[src/rtl/uart_irq_gen.sv]
module uart_irq_gen (
  input  logic       clk,
  input  logic       rst,
  input  logic       flag_tx_empty,
  input  logic       flag_rx_full,
  input  logic       flag_rx_ready,
  input  logic       flag_rx_err,
  input  logic       flag_brk,
  input  logic       flag_ovr,
  input  logic       en_tx,
  input  logic       en_rx,
  input  logic       en_err,
  input  logic       mode_async,
  input  logic       route_tx_dma,
  input  logic       route_rx_dma,
  output logic       req_brk,
  output logic       req_err,
  output logic       req_rx,
  output logic       req_tx,
  output logic       dma_rx,
  output logic       dma_tx,
  output logic [2:0] top_src
);

  logic cond_tx, cond_rx, cond_err, cond_brk, err_on;
  logic cond_tx_q, cond_rx_q;
  logic nxt_tx, nxt_rx;
  logic [2:0] nxt_src;

  assign err_on   = en_rx | en_err;
  assign cond_tx  = en_tx & flag_tx_empty;
  assign cond_rx  = en_rx & (flag_rx_full | (mode_async & flag_rx_ready));
  assign cond_err = err_on & flag_rx_err;
  assign cond_brk = err_on & (flag_brk | flag_ovr);
  assign nxt_tx   = cond_tx & ~route_tx_dma;
  assign nxt_rx   = cond_rx & ~route_rx_dma;

  always_comb begin
    if (cond_brk)      nxt_src = 3'd4;
    else if (cond_err) nxt_src = 3'd3;
    else if (nxt_rx)   nxt_src = 3'd2;
    else if (nxt_tx)   nxt_src = 3'd1;
    else               nxt_src = 3'd0;
  end

  always_ff @(posedge clk) begin
    if (rst) begin
      req_brk   <= 1'b0;
      req_err   <= 1'b0;
      req_rx    <= 1'b0;
      req_tx    <= 1'b0;
      dma_rx    <= 1'b0;
      dma_tx    <= 1'b0;
      top_src   <= 3'd0;
      cond_tx_q <= 1'b0;
      cond_rx_q <= 1'b0;
    end else begin
      req_brk   <= cond_brk;
      req_err   <= cond_err;
      req_rx    <= nxt_rx;
      req_tx    <= nxt_tx;
      dma_rx    <= route_rx_dma & cond_rx & ~cond_rx_q;
      dma_tx    <= route_tx_dma & cond_tx & ~cond_tx_q;
      top_src   <= nxt_src;
      cond_tx_q <= cond_tx;
      cond_rx_q <= cond_rx;
    end
  end

endmodule


[config.mk]
export PLATFORM = sky130hd
export DESIGN_NAME = uart_irq_gen
export DESIGN_NICKNAME = d
export VERILOG_FILES = /design/src/rtl/uart_irq_gen.sv
export SDC_FILE = /design/constraint.sdc
export NUM_CORES = 1
export LEC_CHECK = 0
export ABC_CLOCK_PERIOD_IN_PS = 1050
export BUFFER_PORTS_ARGS = -buffer_cell sky130_fd_sc_hd__buf_2
export CELL_PAD_IN_SITES_DETAIL_PLACEMENT = 1
export CELL_PAD_IN_SITES_GLOBAL_PLACEMENT = 2
export CORE_UTILIZATION = 19
export CTS_CLUSTER_DIAMETER = 30
export DETAILED_ROUTE_END_ITERATION = 8
export PLACE_DENSITY = 0.7
export SYNTH_ARGS = -nofsm -noshare
export SYNTH_HDL_FRONTEND = slang
export SYNTH_SLANG_ARGS = --single-unit
[constraint.sdc]
create_clock -name clk -period 1.05 [get_ports clk]
set_input_delay 0.2625 -clock clk [delete_from_list [all_inputs] [get_ports clk]]
set_output_delay 0.2625 -clock clk [all_outputs]
set_load 0.02 [all_outputs]
# == Word-level counts from Yosys, hierarchy flattened ==
# Index checks and enable logic that the tools add are counted.
# totals
regBits,11
input_bits,14
word_cells,33
out_inout_bits,9
# op_classes
n_bitwise,18
muxes,4
n_reduce_logical,1
# ops
cell,count
AND 1 bit,11
2-to-1 mux 2 bit,2
inverter 1 bit,4
2-to-1 mux 3 bit,1
OR 1 bit,3
OR reduction 2 bit,1
2-to-1 mux 1 bit,1

# == Logic depth before layout (Yosys ltp) ==
# Gate-level depths: netlist (run 1).
# logic_depth
ltp_word,7
mapped_depth,3
depth_no_buf,3

# == Worst setup path after synthesis (run 1) ==
# No wires, ideal clock.
# synth_timing
path_type,flip-flop to output port
from,register req_brk (netlist name)
to,output port top_src[2]
t_arrival_ns,0.595
setup_slack_ns,0.193
path_stages_with_launch,2
required_ns,0.787
path_buffers,1
cell_sequence,dfxtp_1 > buf_4
# synth_lines
item,line_no,text
end: declaration,22,output logic [2:0] top_src

# == Worst setup path in the final report (run 1) ==
# layout_timing
from,register req_brk
to,output port req_brk
# layout_lines
item,line_no,text
start: declaration,16,"output logic req_brk,"
start signal: assignment,58,req_brk <= cond_brk;
# No word-level cell between the ends.

==> impl_results.md, run 1 <==
* Status: finished, final reports clean
* Worst Path Arrival at 0.72 ns
* Synth Warn # at 0
* Worst-skew pair later-pin latency at 0.25 ns
* LEAKAGE at 0.000243 uW
* CTS tree: done
* Global route overflow at 0
* Max-Cap Viols at 0
* Combinational share of power at 13.7%
* Final period util at 94.0%
* Final GP Congestion at 0.725
* Avg Vias per Cell at 4.20
* Setup crit start kind: flip-flop
* Tmin final at 0.987 ns
* RSZ-0062 raised after global routing: no
* First-pass GRT wire length at 1040 um
* Initial antenna violation count at 0
* Fin Clk Skew at 0.00377 ns
* Switching Share at 23.2%
* CP Launch Point: req_brk$_SDFF_PP0_
* PortBufs at 22
* CP max FO at 2
* Measured slew at the worst slew-check pin at 0.235 ns
* Non-Filler Instances at 70
* Layout net count at 70
* Routed Antenna Nets at 0
* Seq cells post-synth at 10
* Net load switching power at 173 uW
* Top Ports at 23
* Critical path's largest stage delay at 0.31 ns
* Die span in x at 43.3 um
* Vias at 294
* Req. time, crit path at 0.79 ns
* GRT Util Overall at 8.22%
* Fraction of final layout cells sized beyond drive strength 1 at 51.9%
* # Post-CTS Setup Buffers at 0
* Max H-tree Level at 1
* Final Slew Violations at 0
* Setup crit end: req_brk
* Drt pass-1 iters at 4
* Distinct cells, synth at 16
* Critical path type: reg2out
* Initial Util at 21.0%
* Placed Cells at 67
* Endpoints failing hold at 0
* Slew margin rel. at 84.1%
* VDD IR max at 0.000539 V
* Final setup fails at 0
* Clk buf depth at 2
* Seq pwr share at 53.5%
* Die H at 43.3 um
* Worst path top cell family by delay: flip-flops
* Register clock-pin slew on the reported worst setup and hold paths at 0.06 ns
* Die Area at 0.00187 mm^2
* R2R cell count at 1
* CTS root buf: clkbuf_4
* Post-route DRC at 0
* FMAX at 1010 MHz
* Path length in cells of the critical path at 1
* Hold WC Path Type: in2reg
* Fill count at 190
* Setup TNS at 0 ns
* TritonCTS Buffers at 3
* Worst path bufs/invs at 1
* Post-Route WL at 664 um
* CP Capture Type: primary output
* Share of the yosys chip area belonging to registers at 61.8%
* Initial DRC Count at 8
* # resized after CTS at 0
* CTS Sinks at 10
* Num rows at 14
* Mapped Cells at 29
* Core Box Area at 0.00154 mm^2
* Post-Syn Nets at 43
* Crit path max-delay cell type: dfxtp_1
* ANT cells at 0
* Power Internal at 574 uW
* Mapped Area at 324 um^2
* Worst flop-to-flop path endpoint: dma_tx$_SDFF_PP0_
* Clk pwr share at 32.9%
* HP Start: route_rx_dma
* Reg-to-reg slack, setup at 0.38 ns
* Power per cell area at 1570 mW/mm^2
* Chain of cells forming the critical path: buf_2
* Hold_buf cts at 0
* Vias in the first global route at 260
* Crit Reg-Reg Startpoint: cond_tx_q$_SDFF_PP0_
* Hpwl dp at 527 um
* Hold WS at 0.188 ns
* Syn Area/Cell at 11.2 um^2
* Routed WL per cell at 9.49 um
* Area Overhead vs Synth at 47.1%
* Largest net degree at the start of global routing at 9
==> cell families after synthesis <==
| family | count (synthesis) | synth area share, % |
|---|---|---|
| buffers and inverters | 2 | 3.47 |
| AND/OR/NAND/NOR | 12 | 22.8 |
| flip-flops | 10 | 61.8 |
| AO/OA/AOI/OAI | 5 | 12.0 |
==> routing by layer <==
layer	vias up	global-route usage (%)	wire, um
met2	14	10.1	302
met5	-	0	0
met3	0	6.38	70
met1	130	10.4	291
li1	150	-	-
met4	0	3.64	0
==> cells in the mapped netlist, drive strengths merged <==
library cell,instances,area (um^2)
nand2b,1,6.26
inv,1,3.75
nand2,1,3.75
nand3b,2,15.0
nor3b,2,20.0
nor2,4,15.0
o22ai,1,12.5
buf,1,7.51
o21ai,1,5.00
nor4b,1,8.76
dfxtp,10,200
nor3,1,5.00
a31o,1,8.76
a21o,1,7.51
a21oi,1,5.00
==> cell usage in the layout, fill, tap and decap left out <==
master    instances
buf_2            22
nor4b_1           1
nand2b_1          1
clkbuf_4          3
buf_4             1
a21oi_1           1
nor3b_2           1
nor3_1            1
dfxtp_1          10
a21o_1            1
o21ai_1           1
a31o_1            1
inv_1             1
nor2_1            4
nand3b_1          2
nand2_1           1
o22ai_2           1
nor3b_1           1
==> power groups by stage <==
| stage | clock [uW] | combinational (uW) | sequential, uW |
|---|---|---|---|
| after floorplan | 0 | 34.6 | 426 |
| after global placement | 0 | 103 | 408 |
| after detailed placement | 0 | 102 | 408 |
| after CTS | 260 | 104 | 400 |
| after global routing | 279 | 112 | 401 |
| final | 245 | 102 | 400 |
==> state kept, by name (all words and copies together) (netlist names) <==
register / flops
cond_rx_q: 1
cond_tx_q: 1
dma_rx: 1
dma_tx: 1
req_brk: 1
req_err: 1
req_rx: 1
req_tx: 1
top_src: 2
==> final cells by class <==
cell class / instances / area, um^2 / share of cell area (%)
flip-flops and latches: 10 / 200 / 42.0
repair buffers: 23 / 118 / 24.7
multi-input cells: 17 / 113 / 23.6
clock buffers: 3 / 22.5 / 4.72
well taps: 16 / 20.0 / 4.20
inverters: 1 / 3.75 / 0.787
==> how the worst min path moves through the flow <==
stage                            to  slack [ns]  cells past startpoint
6_report          req_rx$_SDFF_PP0_        0.19                      2
5_1_grt           req_rx$_SDFF_PP0_        0.19                      2
4_1_cts           req_rx$_SDFF_PP0_        0.18                      2
3_5_place_dp      dma_rx$_SDFF_PP0_        0.39                      1
3_3_place_gp      dma_rx$_SDFF_PP0_        0.38                      1
2_1_floorplan  cond_tx_q$_SDFF_PP0_        0.33                      1
==> metrics by stage <==
step	setup WS (ns)	power, uW	util (%)	area [um^2]
after floorplan	0.193	460	-	324
after global placement	0.100	511	29.5	454
after detailed placement	0.0835	511	29.5	454
after CTS	0.0475	764	30.9	477
after global routing	0.0209	793	30.9	477
final	0.0626	747	30.9	477
Note: power is estimated with default switching activity, not from simulation.
==> run 2, diff against run 1 <==
PLACE_DENSITY = 0.68   (was 0.7)
==> run 2 against run 1 <==
- via count rose by 2.4%
- first-iteration DRC count fell by 38%
- clock power rose by 39%
- final area rose by 2.9%
- sequential power barely moved
==> impl_results.md, run 2 (synthesis results as in run 1) <==
* Register clock-pin slew on the reported worst setup and hold paths at 0.07 ns (was 0.06 ns)
* Worst Path Arrival at 0.73 ns (was 0.72 ns)
* CTS root buf: clkbuf_4 (unchanged)
* ANT cells at 0 (unchanged)
* Total chip power at 842 uW (was 747 uW)
* Hpwl dp at 625 um (was 527 um)
* VDD IR max at 0.000618 V (was 0.000539 V)
* CTS Sinks at 10 (unchanged)
* Largest net degree at the start of global routing at 9 (unchanged)
* Crit path max-delay cell type: dfxtp_1 (unchanged)
* Layout net count at 70 (unchanged)
* TritonCTS Buffers at 3 (unchanged)
* Global route overflow at 0 (unchanged)
* Worst path bufs/invs at 1 (unchanged)
* Final GP Congestion at 0.594 (was 0.725)
* Initial Util at 21.0% (unchanged)
* # resized after CTS at 0 (unchanged)
* Worst-skew pair later-pin latency at 0.26 ns (was 0.25 ns)
* Fin Clk Skew at 0.0000635 ns (was 0.00377 ns)
* Seq pwr share at 47.4% (was 53.5%)
* Post-route DRC at 0 (unchanged)
* Power Internal at 652 uW (was 574 uW)
* Die H at 43.3 um (unchanged)
* Largest Register: top_src (unchanged)
* Initial antenna violation count at 0 (unchanged)
* CTS tree: done (unchanged)
* Endpoints failing hold at 0 (unchanged)
* Power per cell area at 1720 mW/mm^2 (was 1570 mW/mm^2)
* Clk pwr share at 40.4% (was 32.9%)
* Req. time, crit path at 0.79 ns (about the same)
* Hold_buf cts at 0 (unchanged)
* Most frequent cells in the layout: buf_2, dfxtp_1, nor2_1 (unchanged)
* Critical path's largest stage delay at 0.32 ns (was 0.31 ns)
* Core Box Area at 0.00154 mm^2 (unchanged)
* Max-Cap Viols at 0 (unchanged)
* # Post-CTS Setup Buffers at 0 (unchanged)
* RSZ-0062 raised after global routing: no (unchanged)
* CP Capture Type: primary output (unchanged)
* Routed WL per cell at 10.4 um (was 9.49 um)
* Commonest non-fill, non-tap cell in the layout: buf_2 (unchanged)
* Top Ports at 23 (unchanged)
* PortBufs at 22 (unchanged)
* Area Overhead vs Synth at 51.4% (was 47.1%)
* CP max FO at 2 (unchanged)
* Critical path type: reg2out (unchanged)
* Final period util at 95.0% (was 94.0%)
* Die span in x at 43.3 um (unchanged)
* Initial DRC Count at 5 (was 8)
* Final setup fails at 0 (unchanged)
* Vias at 301 (was 294)
* Status: finished, final reports clean (unchanged)
* Max H-tree Level at 1 (unchanged)
* Post-Route WL at 741 um (was 664 um)
* LEAKAGE at 0.000250 uW (was 0.000243 uW)
* Fill count at 198 (was 190)
* Chain of cells forming the critical path: buf_2 (unchanged)
* Final Slew Violations at 0 (unchanged)
* GRT Util Overall at 9.17% (was 8.22%)
* Routed Antenna Nets at 0 (unchanged)
* Avg Vias per Cell at 4.24 (was 4.20)
* Drt pass-1 iters at 3 (was 4)
* Slew margin rel. at 83.7% (was 84.1%)
* Clk buf depth at 2 (unchanged)
* First-pass GRT wire length at 1210 um (was 1040 um)
* Num rows at 14 (unchanged)
* Combinational share of power at 12.2% (was 13.7%)
* FMAX at 1000 MHz (was 1010 MHz)
* Setup TNS at 0 ns (unchanged)
* Worst path top cell family by delay: flip-flops (unchanged)
* Die Area at 0.00187 mm^2 (unchanged)
* Measured slew at the worst slew-check pin at 0.241 ns (was 0.235 ns)
* Net load switching power at 190 uW (was 173 uW)
* Switching Share at 22.5% (was 23.2%)
* Vias in the first global route at 297 (was 260)
* Hold WC Path Type: in2reg (unchanged)
* Fraction of final layout cells sized beyond drive strength 1 at 52.7% (was 51.9%)
* Largest register FFs at 2 (unchanged)
* Tmin final at 0.997 ns (was 0.987 ns)
* Setup crit start kind: flip-flop (unchanged)
run 2: changes by cell type in the layout (fill, tap and decap cells not counted):
cell      delta
clkbuf_8     +1
run 2: worst paths after layout:
kind,from,end,slack (ns),cells after the start
worst min-delay path,route_rx_dma,req_rx$_SDFF_PP0_,0.18,2
worst max-delay path,req_brk$_SDFF_PP0_,req_brk,0.05,1
worst min register to register,cond_rx_q$_SDFF_PP0_,dma_rx$_SDFF_PP0_,0.39,1
worst max register to register,cond_tx_q$_SDFF_PP0_,dma_tx$_SDFF_PP0_,0.37,1
run 2: power groups by stage:
stage | Sequential, uW | Clock [uW] | Combinational, uW
3_5_place_dp | 408 | 0 | 104
3_3_place_gp | 408 | 0 | 103
5_1_grt | 401 | 386 | 111
6_report | 399 | 340 | 103
2_1_floorplan | 426 | 0 | 34.6
4_1_cts | 400 | 350 | 104
run 2: area by class of cell:
cell class,instances,area (um^2),area share (%)
Inverter,1,3.75,0.765
Timing Repair Buffer,23,118,24.0
Multi-Input combinational cell,17,113,23.0
Tap cell,16,20.0,4.08
Clock buffer,4,36.3,7.40
Sequential cell,10,200,40.8
run 2: metrics by stage:
stage / cell area (um^2) / setup WS (ns) / cells / util (%) / hold slack, ns
floorplan: 324 / 0.193 / 29 / - / 0.335
global placement: 454 / 0.106 / 67 / 29.5 / 0.380
detailed placement: 454 / 0.0787 / 67 / 29.5 / 0.381
CTS: 490 / 0.0389 / 71 / 31.8 / 0.168
global route: 490 / 0.00584 / 71 / 31.8 / 0.164
finish: 490 / 0.0526 / 71 / 31.8 / 0.177
run 2: routing by layer:
| metal | track usage (%) | part of all wire, % | vias to the layer above |
|---|---|---|---|
| li1 | - | - | 153 |
| met1 | 7.77 | 39 | 136 |
| met2 | 15.8 | 50 | 12 |
| met3 | 4.68 | 11 | 0 |
| met4 | 7.27 | 0 | 0 |
| met5 | 0 | 0 | - |
==> run 3, diff against run 2 <==
CELL_PAD_IN_SITES_DETAIL_PLACEMENT = 2   (was 1)
==> run 3 against run 2 <==
- critical path depth did not move
- final area down 2.8%
- die area unchanged
- first-iteration DRC count is 100% lower
- combinational power about the same
- sequential share of layout area grew 1.2 points
- sequential power hardly changed
- routed wire length grew 14%
- global-route usage up 1.7 points
- largest power group unchanged
- highest routed layer is now met4
==> impl_results.md, run 3 (synthesis results as in run 1) <==
* Non-Filler Instances at 70 (was 71)
* Largest net degree at the start of global routing at 9 (unchanged)
* Post-place setup slack at 0.0588 ns (was 0.0787 ns)
* Core Box Area at 0.00154 mm^2 (unchanged)
* Seq pwr share at 52.9% (was 47.4%)
* RSZ-0062 raised after global routing: no (unchanged)
* Reg-to-reg slack, setup at 0.39 ns (was 0.37 ns)
* Fraction of final layout cells sized beyond drive strength 1 at 51.9% (was 52.7%)
* ANT cells at 0 (unchanged)
* Worst-skew pair later-pin latency at 0.26 ns (about the same)
* CP Capture Type: primary output (unchanged)
* Crit Reg-Reg Startpoint: cond_tx_q$_SDFF_PP0_ (unchanged)
* GR Util met2 at 19.4% (was 15.8%)
* TritonCTS Buffers at 3 (unchanged)
* Worst path bufs/invs at 1 (unchanged)
* Worst Path Arrival at 0.73 ns (about the same)
* Setup crit start kind: flip-flop (unchanged)
* Drt pass-1 iters at 1 (was 3)
* Top Ports at 23 (unchanged)
* Largest Register: top_src (unchanged)
* Register clock-pin slew on the reported worst setup and hold paths at 0.06 ns (was 0.07 ns)
* Measured slew at the worst slew-check pin at 0.244 ns (was 0.241 ns)
* Critical path's largest stage delay at 0.32 ns (about the same)
* Worst path top cell family by delay: flip-flops (unchanged)
* Hold WC Path Type: in2reg (unchanged)
* Power per cell area at 1590 mW/mm^2 (was 1720 mW/mm^2)
* Combinational share of power at 13.8% (was 12.2%)
* Fin Clk Skew at 0.0000500 ns (was 0.0000635 ns)
* R2R cell count at 1 (unchanged)
* CTS Sinks at 10 (unchanged)
* Top Usage Layer GRT: met2 (unchanged)
* Max H-tree Level at 1 (unchanged)
* Slew margin rel. at 83.6% (was 83.7%)
* Hold_buf cts at 0 (unchanged)
* Most frequent cells in the layout: buf_2, dfxtp_1, nor2_1 (unchanged)
* Req. time, crit path at 0.79 ns (about the same)
* Final Slew Violations at 0 (unchanged)
* Layout net count at 70 (unchanged)
* Hold Path End: req_rx$_SDFF_PP0_ (unchanged)
* Final GP Congestion at 0.594 (unchanged)
* Chain of cells forming the critical path: buf_2 (unchanged)
* Power Internal at 574 uW (was 652 uW)
* Endpoints failing hold at 0 (unchanged)
* First-pass GRT wire length at 1400 um (was 1210 um)
* Routed Antenna Nets at 0 (unchanged)
* Max-Cap Viols at 0 (unchanged)
* Vias at 318 (was 301)
* Initial antenna violation count at 0 (unchanged)
* Final setup fails at 0 (unchanged)
* Die H at 43.3 um (unchanged)
* # resized after CTS at 0 (unchanged)
* CTS tree: done (unchanged)
* Initial Util at 21.0% (unchanged)
* LEAKAGE at 0.000243 uW (was 0.000250 uW)
* Met1 usage at 8.57% (was 7.77%)
* CP max FO at 2 (unchanged)
* Commonest non-fill, non-tap cell in the layout: buf_2 (unchanged)
* Crit path max-delay cell type: dfxtp_1 (unchanged)
* Switching Share at 24.0% (was 22.5%)
* Initial DRC Count at 0 (was 5)
* Post-Route WL at 846 um (was 741 um)
* Worst flop-to-flop path endpoint: dma_tx$_SDFF_PP0_ (unchanged)
* Tmin final at 0.994 ns (was 0.997 ns)
* Met3 Track Usage GR at 6.81% (was 4.68%)
* Hold depth at 2 (unchanged)
* Setup TNS at 0 ns (unchanged)
* GRT Util Overall at 10.9% (was 9.17%)
* Die span in x at 43.3 um (unchanged)
* Placed Cells at 67 (unchanged)
* Hpwl dp at 714 um (was 625 um)
* Final period util at 94.6% (was 95.0%)
* Largest register FFs at 2 (unchanged)
* Clk buf depth at 2 (unchanged)
* Die Area at 0.00187 mm^2 (unchanged)
* Status: finished, final reports clean (unchanged)
* Critical path type: reg2out (unchanged)
* Clk pwr share at 33.3% (was 40.4%)
* Hold WS at 0.188 ns (was 0.177 ns)
* Vias in the first global route at 348 (was 297)
* # Post-CTS Setup Buffers at 0 (unchanged)
* Area Overhead vs Synth at 47.1% (was 51.4%)
* FMAX at 1010 MHz (was 1000 MHz)
* HP Start: route_rx_dma (unchanged)
* Num rows at 14 (unchanged)
* Post-route DRC at 0 (unchanged)
* Routed WL per cell at 12.1 um (was 10.4 um)
* CTS root buf: clkbuf_4 (unchanged)
* Global route overflow at 0 (unchanged)
* Avg Vias per Cell at 4.54 (was 4.24)
* PortBufs at 22 (unchanged)
* Setup ws final at 0.0562 ns (was 0.0526 ns)
* Net load switching power at 182 uW (was 190 uW)
* VDD IR max at 0.000596 V (was 0.000618 V)
run 3: cell count changes in the layout (fill, tap and decap cells not counted):
cell,delta
clkbuf_8,-1
run 3: routing by layer:
metal / routed length [um] / vias up
li1: - / 149
met4: 12 / 0
met3: 64 / 2
met2: 460 / 14
met1: 308 / 153
met5: 0 / -
run 3: power groups by stage:
stage	Combinational (uW)	Sequential (uW)	Clock (uW)
final	104	400	252
after global routing	114	400	295
after CTS	106	400	274
after detailed placement	106	409	0
after global placement	103	408	0
after floorplan	34.6	426	0
run 3: how the worst max path moves through the flow:
stage	startpoint	endpoint	slack, ns	cells after the start
after floorplan	req_brk$_SDFF_PP0_	top_src[2]	0.19	1
after global placement	en_rx	top_src[0]$_SDFF_PP0_	0.11	4
after detailed placement	en_rx	top_src[0]$_SDFF_PP0_	0.06	4
after CTS	req_brk$_SDFF_PP0_	top_src[2]	0.04	1
after global routing	req_brk$_SDFF_PP0_	req_brk	0.01	1
final	req_brk$_SDFF_PP0_	top_src[2]	0.06	1
run 3: layout make-up:
cell class | instances | area, um^2
Multi-Input combinational cell | 17 | 113
Inverter | 1 | 3.75
Fill cell | 190 | 1060
Tap cell | 16 | 20.0
Clock buffer | 3 | 22.5
Sequential cell | 10 | 200
Timing Repair Buffer | 23 | 118
run 3: stage by stage:
step / util, % / cell area, um^2 / power (uW)
2_1_floorplan: - / 324 / 460
3_3_place_gp: 29.5 / 454 / 511
3_5_place_dp: 29.5 / 454 / 514
4_1_cts: 30.9 / 477 / 780
5_1_grt: 30.9 / 477 / 810
6_report: 30.9 / 477 / 756
